--- src/rtl/pipe_latch_ctrl.sv ---
module pipe_latch_ctrl #(
  parameter int NPAR = 2,
  parameter int NCHD = 2,
  parameter int IW = 16,
  parameter logic [IW-1:0] NOP_WORD = '0,
  parameter int MC_CYCLES = 3,
  parameter logic [1:0] ST_CHD_SEL = 2'd3,
  parameter logic [1:0] NF_PAR_SEL = 2'd1,
  parameter logic [1:0] NF_CHD_SEL = 2'd1,
  parameter logic [1:0] NI_PAR_SEL = 2'd3,
  parameter logic [1:0] NI_CHD_SEL = 2'd1,
  parameter logic [NPAR-1:0] PAR_MASK = '1,
  parameter logic [NCHD-1:0] CHD_MASK = '1
) (
  input  logic               clk,
  input  logic               rst,
  input  logic [NPAR-1:0]    par_stall_i,
  input  logic [NPAR*IW-1:0] par_ir_i,
  input  logic [NCHD-1:0]    chd_stall_i,
  input  logic               self_stall_i,
  output logic [IW-1:0]      ir_o,
  output logic               valid_o,
  output logic               stall_o
);
  localparam int CW = $clog2(MC_CYCLES + 1);
  localparam logic [CW-1:0] BUSY_INIT = CW'(MC_CYCLES - 1);

  function automatic logic pick(input logic [1:0] sel, input logic any_t,
                                input logic some_t, input logic all_t,
                                input logic none_t);
    case (sel)
      2'd0:    return none_t;
      2'd1:    return any_t;
      2'd2:    return some_t;
      default: return all_t;
    endcase
  endfunction

  logic [IW-1:0] ir_q, sel_word;
  logic          vld_q;
  logic [CW-1:0] cnt_q;

  // stalled / free reductions over the parent and child vectors
  wire p_st_any  = |par_stall_i;
  wire p_st_all  = &par_stall_i;
  wire p_st_some = &(par_stall_i | ~PAR_MASK);
  wire p_ok_any  = ~&par_stall_i;
  wire p_ok_all  = ~|par_stall_i;
  wire p_ok_some = ~|(par_stall_i & PAR_MASK);
  wire c_st_any  = |chd_stall_i;
  wire c_st_all  = &chd_stall_i;
  wire c_st_some = &(chd_stall_i | ~CHD_MASK);
  wire c_ok_any  = ~&chd_stall_i;
  wire c_ok_all  = ~|chd_stall_i;
  wire c_ok_some = ~|(chd_stall_i & CHD_MASK);

  wire busy    = cnt_q != '0;
  wire self_st = self_stall_i | busy;

  wire st_c = pick(ST_CHD_SEL, c_st_any, c_st_some, c_st_all, 1'b0) | self_st;
  wire nf_c = pick(NF_PAR_SEL, p_ok_any, p_ok_some, p_ok_all, 1'b1)
            & pick(NF_CHD_SEL, c_ok_any, c_ok_some, c_ok_all, 1'b1) & ~self_st;
  wire ni_c = pick(NI_PAR_SEL, p_st_any, p_st_some, p_st_all, 1'b1)
            & pick(NI_CHD_SEL, c_ok_any, c_ok_some, c_ok_all, 1'b1) & ~self_st;

  wire take_nf = ~st_c & nf_c;
  wire take_ni = ~st_c & ~nf_c & ni_c;
  wire hold    = ~take_nf & ~take_ni;

  always_comb begin
    sel_word = par_ir_i[0 +: IW];
    for (int k = NPAR - 1; k >= 0; k--)
      if (!par_stall_i[k]) sel_word = par_ir_i[k*IW +: IW];
  end

  wire load_real = take_nf & (sel_word != NOP_WORD);

  always_ff @(posedge clk) begin
    if (rst) begin
      ir_q  <= NOP_WORD;
      vld_q <= 1'b0;
      cnt_q <= '0;
    end else begin
      if (take_nf) begin
        ir_q  <= sel_word;
        vld_q <= sel_word != NOP_WORD;
      end else if (take_ni) begin
        ir_q  <= NOP_WORD;
        vld_q <= 1'b0;
      end
      if (load_real) cnt_q <= BUSY_INIT;
      else if (busy) cnt_q <= cnt_q - 1'b1;
    end
  end

  assign ir_o    = ir_q;
  assign valid_o = vld_q;
  assign stall_o = hold;

  a_r1_reset: assert property (@(posedge clk)
    rst |=> (ir_o == NOP_WORD && !valid_o && !busy));
  a_r4_hold: assert property (@(posedge clk) disable iff (rst)
    stall_o |=> ($stable(ir_o) && $stable(valid_o)));
  a_r5_bubble: assert property (@(posedge clk) disable iff (rst)
    take_ni |=> (ir_o == NOP_WORD && !valid_o));
  a_r6_valid: assert property (@(posedge clk) disable iff (rst)
    valid_o == (ir_o != NOP_WORD));
  a_r9_one_action: assert property (@(posedge clk) disable iff (rst)
    $onehot({take_nf, take_ni, hold}));
  generate
    if (MC_CYCLES > 1) begin : g_mc
      a_r7_busy: assert property (@(posedge clk) disable iff (rst)
        load_real |=> stall_o);
    end
  endgenerate
endmodule

--- config.mk ---
export PLATFORM = sky130hd
export DESIGN_NAME = pipe_latch_ctrl
export DESIGN_NICKNAME = d
export VERILOG_FILES = /design/src/rtl/pipe_latch_ctrl.sv
export SDC_FILE = /design/constraint.sdc
export NUM_CORES = 1
export LEC_CHECK = 0
export ABC_AREA = 1
export BUFFER_PORTS_ARGS = -buffer_cell sky130_fd_sc_hd__buf_4
export CORE_MARGIN = 4
export CORE_UTILIZATION = 43
export DETAILED_ROUTE_END_ITERATION = 8
export GPL_TIMING_DRIVEN = 0
export PLACE_DENSITY = 0.78
export SLEW_MARGIN = 20
export SYNTH_ARGS = -nofsm -noshare
export SYNTH_HDL_FRONTEND = slang
export SYNTH_SLANG_ARGS = --single-unit
--- constraint.sdc ---
create_clock -name clk -period 1.7 [get_ports clk]
set_clock_uncertainty 0.05 [all_clocks]
set_input_delay 0.17 -clock clk [delete_from_list [all_inputs] [get_ports clk]]
set_output_delay 0.17 -clock clk [all_outputs]
set_load 0.03 [all_outputs]
==> reports/qor.yml <==
synth:
  yosys_warnings: 0
  avgSynthCellArea_um2: 6.73
  async_reset_ff_share_pct: 0
  syn-instance-count: 151
  yosysTopAreaCell: "dfxtp_1"
  synth_flop_cell: "dfxtp_1"
  netlist.area_leader.share_pct: 37.4
  synth-edff-count: 0
  synth_common_cells: "nand2_1 (77), dfxtp_1 (19), a21oi_1 (17), nand3_1 (10), nor2_1 (10)"
  ys_ff_latch: 19
  synthTopCellsByArea: "dfxtp_1 (37%), nand2_1 (28%), a21oi_1 (8.4%), nand3_1 (4.9%), buf_6 (4.4%)"
  syn_nets: 190
  synth_most_common_cell: "nand2_1"
  netlist_area_um2: 1020
  ys_types: 18
  ys_seq_area_share_pct: 37.4
placed_design:
  place.gp.congestion: 0.815
  portBuffers: 55
  hpwl_um: 2260
detailed_routing:
  ant_nets: 0
  drtIter0Drc: 23
  vias: 1141
  drt-wirelength-per-cell_um: 12.0
  drc: 0
  dr.pass1.iters: 4
  routed_wl_um: 2870
  viasPerCell: 4.79
sta:
  hold_violations: 0
  worst_pin_slew_ps: 371
  whs_ps: 12.6
  max-slew-margin-rel_pct: 75.3
  setup_viol: 0
  layout_min_cycle_time_ps: 1600
  drv_slew: 0
  fin_crit_sh_pct: 94.3
  fmax_mhz: 624
power_and_ir_drop:
  powerDensity_nw_per_um2: 690
  p_total_uw: 1030
  leakagePower_uw: 0.000744
  vdd_ir_drop_max_uv: 452
cts:
  cts_sinks: 19
  cts.clk_slew.worst_paths_ps: 110
  tritoncts: "yes"
  cts-buffers-inserted: 3
  cts-root-buf: "clkbuf_4"
  clkLatencyLatePin_ps: 290
  ctsHoldBuffers: 0
  ctsHtreeMaxLevel: 1
  postCtsSetupRepairBufs: 0
  cts_buffer_depth: 2
worst_setup_path:
  max_stage_delay_ps: 340
  crit_chain: "nor3_2 -> nand2_4 -> buf_6 -> buf_4"
  worst_setup_path_end_kind: "output port"
  crit_fanout: 10
  cp-start-kind: "register"
  critPathKind: "register to output port"
  worst_ep_arrival_time_ps: 1380
  worst_path_max_delay_cell: "dfxtp_1"
  required_ps: 1480
die:
  ios: 57
  coreArea_um2: 2230
  die-area_um2: 3200
  die_x_um: 56.6
  rows: 17
  start_util_pct: 45.5
  fp.dieH_um: 56.6
final_layout:
  nFillCells: 222
  fin_nets: 250
  n_antenna_cell: 0
  area_growth_pct: 47.3
  regArea_um2: 380
  drive_above_1_share_pct: 35.2
  multi_input_area_um2: 546
worst_hold_path:
  hold_path_class: "input pin to register"
grt:
  grtUsageMet3_pct: 3.91
  gr-total-overflow: 0
  grt_usage_pct: 18.4
  use_met2_pct: 31.5
  grt_max_degree: 12
  met1_usage_pct: 22.7
  grt_pass1_vias: 1105
  antenna_found_initial: 0
  top_usage_layer: "met2"
  grt_pass1_wl_um: 4770
flow_run:
  cap_violations: 0
outcome:
  outcome: "completed"
cells by family (layout without fill, tap and decap cells):
| family | Yosys count | in the layout | synth area share, % |
|---|---|---|---|
| AOI/OAI and AO/OA | 19 | 19 | 10.8 |
| buffers and inverters | 9 | 68 | 9.36 |
| DFF | 19 | 19 | 37.4 |
| and+or+nand+nor | 104 | 104 | 42.4 |
timing repair:
item / 4_1_cts / 5_1_grt
setup endpoints to repair: 0 / 1
hold endpoints to repair: 0 / 0
resized for setup: 0 / 1
final timing paths:
kind,from,end,slack [ps],depth (start not counted)
worst min-delay path,rst,ir_o[11],10,2
worst max-delay path,cnt_q[1],stall_o,100,4
worst min register to register,ir_o[0],ir_o[0],420,2
worst max register to register,cnt_q[1],ir_o[4],210,6
state kept, by name, summed over array words and instances, names as in the netlist:
name / count
cnt_q: 2
ir_o: 16
valid_o: 1
final cells by class:
class	count	area share [%]
plain buffers	7	5.85
multi-input cells	123	36.5
flip-flops and latches	19	25.4
clock inverters	1	0.334
inverters	2	0.502
well taps	28	2.34
clock buffers	3	1.51
repair buffers	55	27.6
cells in the final DEF, fill, tap and decap left out, types with 2 or more instances in the layout:
cell type / netlist / routed
nand2_1: 77 / 77
nor2_1: 10 / 10
nand2_2: 3 / 2
clkbuf_4: 0 / 3
nand2_4: 1 / 2
dfxtp_1: 19 / 19
a21oi_1: 17 / 17
buf_6: 4 / 4
buf_4: 0 / 55
nand3_1: 10 / 10
through the flow:
step / TNS, ps / utilization (%) / area, um2 / instances / worst slack (ps)
after floorplan: 0 / - / 1020 / 151 / 442
after global placement: 0 / 65.5 / 1460 / 234 / 288
after detailed placement: 0 / 65.5 / 1460 / 234 / 227
after CTS: 0 / 66.8 / 1490 / 238 / 80.0
after global routing: -5.73 / 67.0 / 1500 / 238 / -5.73
final: 0 / 67.0 / 1500 / 238 / 96.5
report_power, final:
part / internal, uW / leakage (uW) / total [uW] / switching, uW
Clock: 87.5 / 0.0000177 / 230 / 142
Combinational: 146 / 0.000571 / 318 / 172
Sequential: 470 / 0.000155 / 484 / 14.3
Total: 703 / 0.000744 / 1030 / 328
per-layer routing:
layer	part of all wire [%]	vias to the layer above
met5	0	-
met4	0.45	0
met3	8.1	2
met2	48	46
met1	44	498
li1	-	595
critical path: cells and delay by family (launching register included):
family / cells / cell delay, ps
and+or+nand+nor: 2 / 410
DFF: 1 / 340
buffers and inverters: 2 / 330
Note: power is estimated with default switching activity, not from simulation.
